$ cat config.mk
export PLATFORM = sky130hd
export DESIGN_NAME = bank_extender
export DESIGN_NICKNAME = d
export VERILOG_FILES = /design/src/rtl/bank_ext_pkg.sv /design/src/rtl/bank_regfile.sv /design/src/rtl/prefix_decode.sv /design/src/rtl/bank_extender.sv
export SDC_FILE = /design/constraint.sdc
export NUM_CORES = 1
export LEC_CHECK = 0
export ABC_AREA = 0
export BUFFER_PORTS_ARGS = -buffer_cell sky130_fd_sc_hd__buf_2
export CAP_MARGIN = 20
export CORE_MARGIN = 8
export CORE_UTILIZATION = 54
export DETAILED_ROUTE_END_ITERATION = 10
export HOLD_SLACK_MARGIN = 0.02
export PLACE_DENSITY_LB_ADDON = 0.2
export SYNTH_ARGS = -nofsm -noshare
export SYNTH_HDL_FRONTEND = slang
export SYNTH_SLANG_ARGS = --single-unit
$ cat constraint.sdc
create_clock -name clk -period 1.36 [get_ports clk]
set_clock_uncertainty 0.2 [all_clocks]
set_input_delay 0.136 -clock clk [delete_from_list [all_inputs] [get_ports clk]]
set_output_delay 0.136 -clock clk [all_outputs]
set_load 0.03 [all_outputs]
$ cat src/rtl/bank_ext_pkg.sv
// Package: shared types and opcode constants for the bank extender.
// Assumes bank register 0 is the code bank, and that registers 1 to 3 are far banks.
package bank_ext_pkg;
    localparam int NUM_BANKS = 4;
    localparam int SEL_W     = $clog2(NUM_BANKS);

    typedef logic [SEL_W-1:0] bank_sel_t;

    localparam bank_sel_t SEL_CODE = 2'd0;
    localparam bank_sel_t SEL_F1   = 2'd1;
    localparam bank_sel_t SEL_F2   = 2'd2;
    localparam bank_sel_t SEL_F3   = 2'd3;

    // Prefix opcodes, which the processor runs as single-cycle no-ops.
    localparam logic [7:0] OP_PFX1 = 8'h03;
    localparam logic [7:0] OP_PFX2 = 8'h13;
    localparam logic [7:0] OP_PFX3 = 8'h23;

    // Returns the far bank a prefix opcode selects, or SEL_CODE if the byte is not a prefix.
    function automatic bank_sel_t prefix_sel(input logic [7:0] op);
        case (op)
            OP_PFX1: prefix_sel = SEL_F1;
            OP_PFX2: prefix_sel = SEL_F2;
            OP_PFX3: prefix_sel = SEL_F3;
            default: prefix_sel = SEL_CODE;
        endcase
    endfunction

    // Returns the fixed bank of a dedicated load or store opcode, or SEL_CODE for any other byte.
    function automatic bank_sel_t implicit_sel(input logic [7:0] op);
        case (op)
            8'hD3, 8'hF3, 8'hE3: implicit_sel = SEL_F2;
            8'h93, 8'hB3, 8'hA3: implicit_sel = SEL_F1;
            default:             implicit_sel = SEL_CODE;
        endcase
    endfunction
endpackage

$ cat src/rtl/bank_regfile.sv
// Bank register file: holds NUM_BANKS registers of BANK_W bits each, behind one write port.
// Assumes a synchronous active-low reset. A write becomes visible on the cycle after it.
module bank_regfile
    import bank_ext_pkg::*;
#(
    parameter int BANK_W = 8
) (
    input  logic                            clk,
    input  logic                            rst_n,
    input  logic                            we,
    input  bank_sel_t                       idx,
    input  logic [BANK_W-1:0]               wdata,
    output logic [NUM_BANKS-1:0][BANK_W-1:0] regs
);
    for (genvar g = 0; g < NUM_BANKS; g++) begin : g_reg
        // Reset or load register g.
        always_ff @(posedge clk) begin
            if (!rst_n)
                regs[g] <= '0;
            else if (we && idx == bank_sel_t'(g))
                regs[g] <= wdata;
        end
    end

    a_r2_write_lands: assert property (@(posedge clk) disable iff (!rst_n)
        we |=> regs[$past(idx)] == $past(wdata));
    a_r1_regs_cleared: assert property (@(posedge clk)
        !rst_n |=> regs[0] == '0 && regs[3] == '0);
endmodule

$ cat src/rtl/prefix_decode.sv
// Prefix decoder: reads opcode bytes at each fetch and keeps the far-bank selection for the current instruction.
// Assumes the fetch input is already qualified with a read. A prefix arms a bank, which the next fetch takes over.
module prefix_decode
    import bank_ext_pkg::*;
(
    input  logic       clk,
    input  logic       rst_n,
    input  logic       fetch,
    input  logic [7:0] opcode,
    output bank_sel_t  act_sel
);
    bank_sel_t pend_sel;
    bank_sel_t pfx;
    bank_sel_t imp;

    // Classify the opcode byte on the bus.
    always_comb begin
        pfx = prefix_sel(opcode);
        imp = implicit_sel(opcode);
    end

    // Update the pending and active selections at each opcode fetch.
    always_ff @(posedge clk) begin
        if (!rst_n) begin
            pend_sel <= SEL_CODE;
            act_sel  <= SEL_CODE;
        end else if (fetch) begin
            if (pfx != SEL_CODE) begin
                pend_sel <= pfx;
                act_sel  <= SEL_CODE;
            end else begin
                pend_sel <= SEL_CODE;
                act_sel  <= (pend_sel != SEL_CODE) ? pend_sel : imp;
            end
        end
    end

    a_r1_reset_clears: assert property (@(posedge clk)
        !rst_n |=> pend_sel == SEL_CODE && act_sel == SEL_CODE);
    a_r8_prefix_arms: assert property (@(posedge clk) disable iff (!rst_n)
        (fetch && opcode == OP_PFX3) |=> pend_sel == SEL_F3 && act_sel == SEL_CODE);
    a_r6_implicit_load: assert property (@(posedge clk) disable iff (!rst_n)
        (fetch && opcode == 8'hD3 && pend_sel == SEL_CODE) |=> act_sel == SEL_F2);
    a_r9_prefix_wins: assert property (@(posedge clk) disable iff (!rst_n)
        (fetch && pfx == SEL_CODE && pend_sel != SEL_CODE) |=> act_sel == $past(pend_sel));
    a_r5_selection_ends: assert property (@(posedge clk) disable iff (!rst_n)
        (fetch && pfx == SEL_CODE && imp == SEL_CODE && pend_sel == SEL_CODE) |=> act_sel == SEL_CODE);
    a_r5_held_between_fetches: assert property (@(posedge clk) disable iff (!rst_n)
        !fetch |=> $stable(act_sel));
endmodule

$ cat src/rtl/bank_extender.sv
// Bank extender top: drives the upper address bits for an 8-bit processor with a 16-bit address bus.
// Assumes op_fetch marks opcode fetches and data_cyc marks data-access cycles. All other cycles use bank 0.
module bank_extender
    import bank_ext_pkg::*;
#(
    parameter int BANK_W = 8
) (
    input  logic              clk,
    input  logic              rst_n,
    input  logic              op_fetch,
    input  logic [7:0]        bus_data,
    input  logic              rd_wr,
    input  logic              data_cyc,
    input  logic              reg_we,
    input  logic [SEL_W-1:0]  reg_idx,
    input  logic [BANK_W-1:0] reg_wdata,
    output logic [BANK_W-1:0] bank_hi
);
    logic [NUM_BANKS-1:0][BANK_W-1:0] regs;
    bank_sel_t act_sel;
    bank_sel_t out_sel;
    logic      fetch_rd;

    // Decode only fetches that read an opcode from the bus.
    assign fetch_rd = op_fetch && rd_wr;

    bank_regfile #(.BANK_W(BANK_W)) u_regs (
        .clk   (clk),
        .rst_n (rst_n),
        .we    (reg_we),
        .idx   (reg_idx),
        .wdata (reg_wdata),
        .regs  (regs)
    );

    prefix_decode u_dec (
        .clk     (clk),
        .rst_n   (rst_n),
        .fetch   (fetch_rd),
        .opcode  (bus_data),
        .act_sel (act_sel)
    );

    // Choose the far bank only on data cycles that are not fetches.
    always_comb begin
        out_sel = (op_fetch || !data_cyc) ? SEL_CODE : act_sel;
        bank_hi = regs[out_sel];
    end

    a_r3_code_bank: assert property (@(posedge clk) disable iff (!rst_n)
        (op_fetch || !data_cyc) |-> bank_hi == regs[0]);
    a_r4_far_on_data: assert property (@(posedge clk) disable iff (!rst_n)
        (!op_fetch && data_cyc) |-> bank_hi == regs[act_sel]);
endmodule

==> results.ini <==
[outcome]
status=finished with violations
violations=setup timing

[clocking]
clock_latency_ns=0.33
cts-buffers-inserted=5
cts_setup_buffers=0
tritoncts=yes
clock_path_buffers=2
ctsRootBufferMaster=clkbuf_4
htreeDepth=2
path_clk_slew_ns=0.10
cts_sinks=36

[floorplanning]
start_util_pct=55.9
fp.dieW_um=71.7
ioPinCount=32
fp.dieArea_mm2=0.00515
coreArea_mm2=0.00300
dieHeight_um=71.7
rows=20

[drt]
antenna_left=0
drc=0
first_pass_iters=4
drt_iter0_markers=78
routed-via-count=1507
routedWlPerCell_um=17.6
viasPerCell=5.71
wl_um=4630

[timing]
fin_ws_ns=-0.426
max-slew-margin-rel_pct=78.8
worstMarginPinSlew_ns=0.318
finalHoldViolations=0
clock.fmax_mhz=560
post-route-period-util_pct=131
setup_violations=8
rsz0062_at_grt=yes
slew_viol_final=0
min_period_ns=1.79

[critical_path]
crit_end=bank_hi[6]
critical_path.max_fanout=5
path_buf_inv=2
cpPeakStageDelay_ns=0.37
start_kind=flop
cp.depth=5
cp-startpoint=u_dec.act_sel[0]
slowest_stage=dfxtp_4
crit_family=flip-flops
r2r_setup_slack_ns=0.26
crit_path_end_kind=primary output
path_cells=nand4bb_4 > buf_4 > o22ai_2 > a31oi_4 > buf_6
critical_path_class=reg2out
regToRegEndpoint=u_dec.act_sel[1]
r2r_cells=2
worstPathArrival_ns=1.45
crit_required_ns=1.02
r2r_start=u_dec.pend_sel[0]

[finish]
fin_util_pct=82.8
fin_area_mm2=0.00249
nets=254
antenna_cells=0
area_growth_pct=48.2
drive_gt1_share_pct=39.4

[logic_synthesis]
syn_area_mm2=0.00168
synth_compound_area_share_pct=9.47
synth_adder_area_share_pct=0
yosys_warnings=0
synthCells=171
synth_top_family_by_area=simple AND/OR/NAND/NOR gates
yosys.area_share.xor_xnor_pct=0.522
synth_simple_gate_area_share_pct=25.7
seq_area_frac_synth_pct=43.0
synth.distinct_cells=28
postSynthNetCount=195
synthMuxAreaShare_pct=19.1
avgSynthCellArea_um2=9.81
synth_seq_cells=36

[global_routing]
grt_pass1_vias=1598
grt_pass1_wl_um=7400
grt_overflow_total=0
grt_max_degree=21
grt_use_total_pct=17.9
antenna_found_initial=0

[power]
powerDensity_mw_per_mm2=1020
ir_worst_vdd_mv=0.694
p_leak_nw=1.08

[flow_run]
maxCapViolations=0

[place]
dp_hpwl_um=3080
place_area_mm2=0.00206
gp_congestion=0.733
port_buffers=31

[min_path]
hp-class=in2reg

## worst min-delay path by stage
stage / from / end / slack, ns / cells past startpoint
after floorplan: reg_wdata[2] / u_regs.regs[10] / 0.10 / 2
after global placement: reg_wdata[7] / u_regs.regs[31] / 0.24 / 3
after detailed placement: reg_wdata[7] / u_regs.regs[31] / 0.25 / 3
after CTS: bus_data[4] / u_dec.pend_sel[0] / -0.01 / 4
after global routing: bus_data[4] / u_dec.pend_sel[0] / 0.02 / 4
final: bus_data[4] / u_dec.pend_sel[0] / 0.02 / 4
## flip-flops by register name, summed over array words and instances (netlist names)
| signal | flops |
|---|---|
| u_regs.regs | 32 |
| u_dec.act_sel | 2 |
| u_dec.pend_sel | 2 |
## worst min-delay path: stages
cell,delay (ns)
buf_2,0.09
buf_4,0.11
or4_1,0.12
a21boi_1,0.06
## layout by cell type (no fill, tap or decap), drive strengths merged, types with 2 or more instances in the layout
cell type    synthesis  final
a21boi               2      2
a221o                2      2
a31oi                8      8
and3                 2      2
buf                  3     52
bufinv               0      3
clkbuf               6      5
dfxtp               36     36
dlygate4sd3          0      9
mux2i               32     32
nand2               19     19
nand3                2      2
nand3b               4      4
nand4bb              2      2
nor2b               32     32
nor3b                2      2
o22ai                8      8
or4                  2      2
## timing repair
item | 4_1_cts | 5_1_grt
pin swaps | 11 | 4
hold endpoints to repair | 34 | 0
gates resized for setup | 26 | 21
setup endpoints to repair | 8 | 8
hold buffers | 9 | 0
## routing by layer
| layer | vias to the layer above | GRT usage (%) | routed length [µm] |
|---|---|---|---|
| met5 | - | 0 | 0 |
| met4 | 0 | 6.80 | 46 |
| met3 | 4 | 4.88 | 188 |
| met2 | 37 | 31.3 | 2410 |
| met1 | 737 | 20.0 | 1990 |
| li1 | 729 | - | - |
## logic make-up (layout without fill, tap and decap cells)
| logic type | Yosys count | after routing |
|---|---|---|
| buffers and inverters | 9 | 69 |
| AOI/OAI and AO/OA | 23 | 23 |
| DFF | 36 | 36 |
| muxes | 32 | 32 |
| and+or+nand+nor | 70 | 70 |
| xor gates and xnor gates | 1 | 1 |
## metrics by stage
stage / setup slack, ns / setup TNS, ns / instances / total power, mW / hold slack (ns)
3_5_place_dp: -0.141 / -1.17 / 247 / 1.38 / 0.245
5_1_grt: -0.498 / -3.84 / 264 / 2.63 / 0.0186
2_1_floorplan: -0.120 / -0.810 / 171 / 1.27 / 0.102
3_3_place_gp: -0.128 / -0.907 / 247 / 1.37 / 0.236
6_report: -0.426 / -3.25 / 264 / 2.54 / 0.0176
4_1_cts: -0.430 / -3.37 / 264 / 2.53 / -0.0116
## Yosys cell counts
| cell type | number | area, µm² |
|---|---|---|
| dfxtp_1 | 36 | 721 |
| mux2i_1 | 32 | 320 |
| nor2b_1 | 32 | 200 |
| nand2_1 | 19 | 71.3 |
| a31oi_1 | 8 | 50.1 |
| o22ai_1 | 8 | 50.1 |
| clkbuf_1 | 5 | 18.8 |
| nand3b_1 | 4 | 30.0 |
| buf_2 | 3 | 15.0 |
| a21boi_1 | 2 | 15.0 |
| a221o_1 | 2 | 20.0 |
| and3_1 | 2 | 12.5 |
| nor3b_1 | 2 | 15.0 |
| or4_1 | 2 | 15.0 |
| a211o_1 | 1 | 8.76 |
| and3b_1 | 1 | 8.76 |
| clkbuf_2 | 1 | 5.00 |
| nand3_1 | 1 | 5.00 |
| nand3_2 | 1 | 10.0 |
| nand4b_1 | 1 | 8.76 |
| nand4bb_1 | 1 | 11.3 |
| nand4bb_4 | 1 | 27.5 |
| nor2_1 | 1 | 3.75 |
| nor3_1 | 1 | 5.00 |
| o21ai_0 | 1 | 5.00 |
| o21ba_2 | 1 | 10.0 |
| or2_1 | 1 | 6.26 |
| xnor2_1 | 1 | 8.76 |
## final cells by class
class / count / area (µm²)
Sequential cell: 36 / 728
Clock buffer: 5 / 37.5
Fill cell: 167 / 517
Timing Repair Buffer: 61 / 468
Tap cell: 33 / 41.3
Clock inverter: 3 / 90.1
Multi-Input combinational cell: 126 / 1120
## report_power, final
| group | total, mW | switching, mW | internal [mW] |
|---|---|---|---|
| sequential | 1.11 | 0.0238 | 1.08 |
| combinational | 0.296 | 0.137 | 0.159 |
| clock | 1.14 | 0.380 | 0.757 |
| total | 2.54 | 0.541 | 2.00 |
Note: power is estimated with default switching activity, not from simulation.
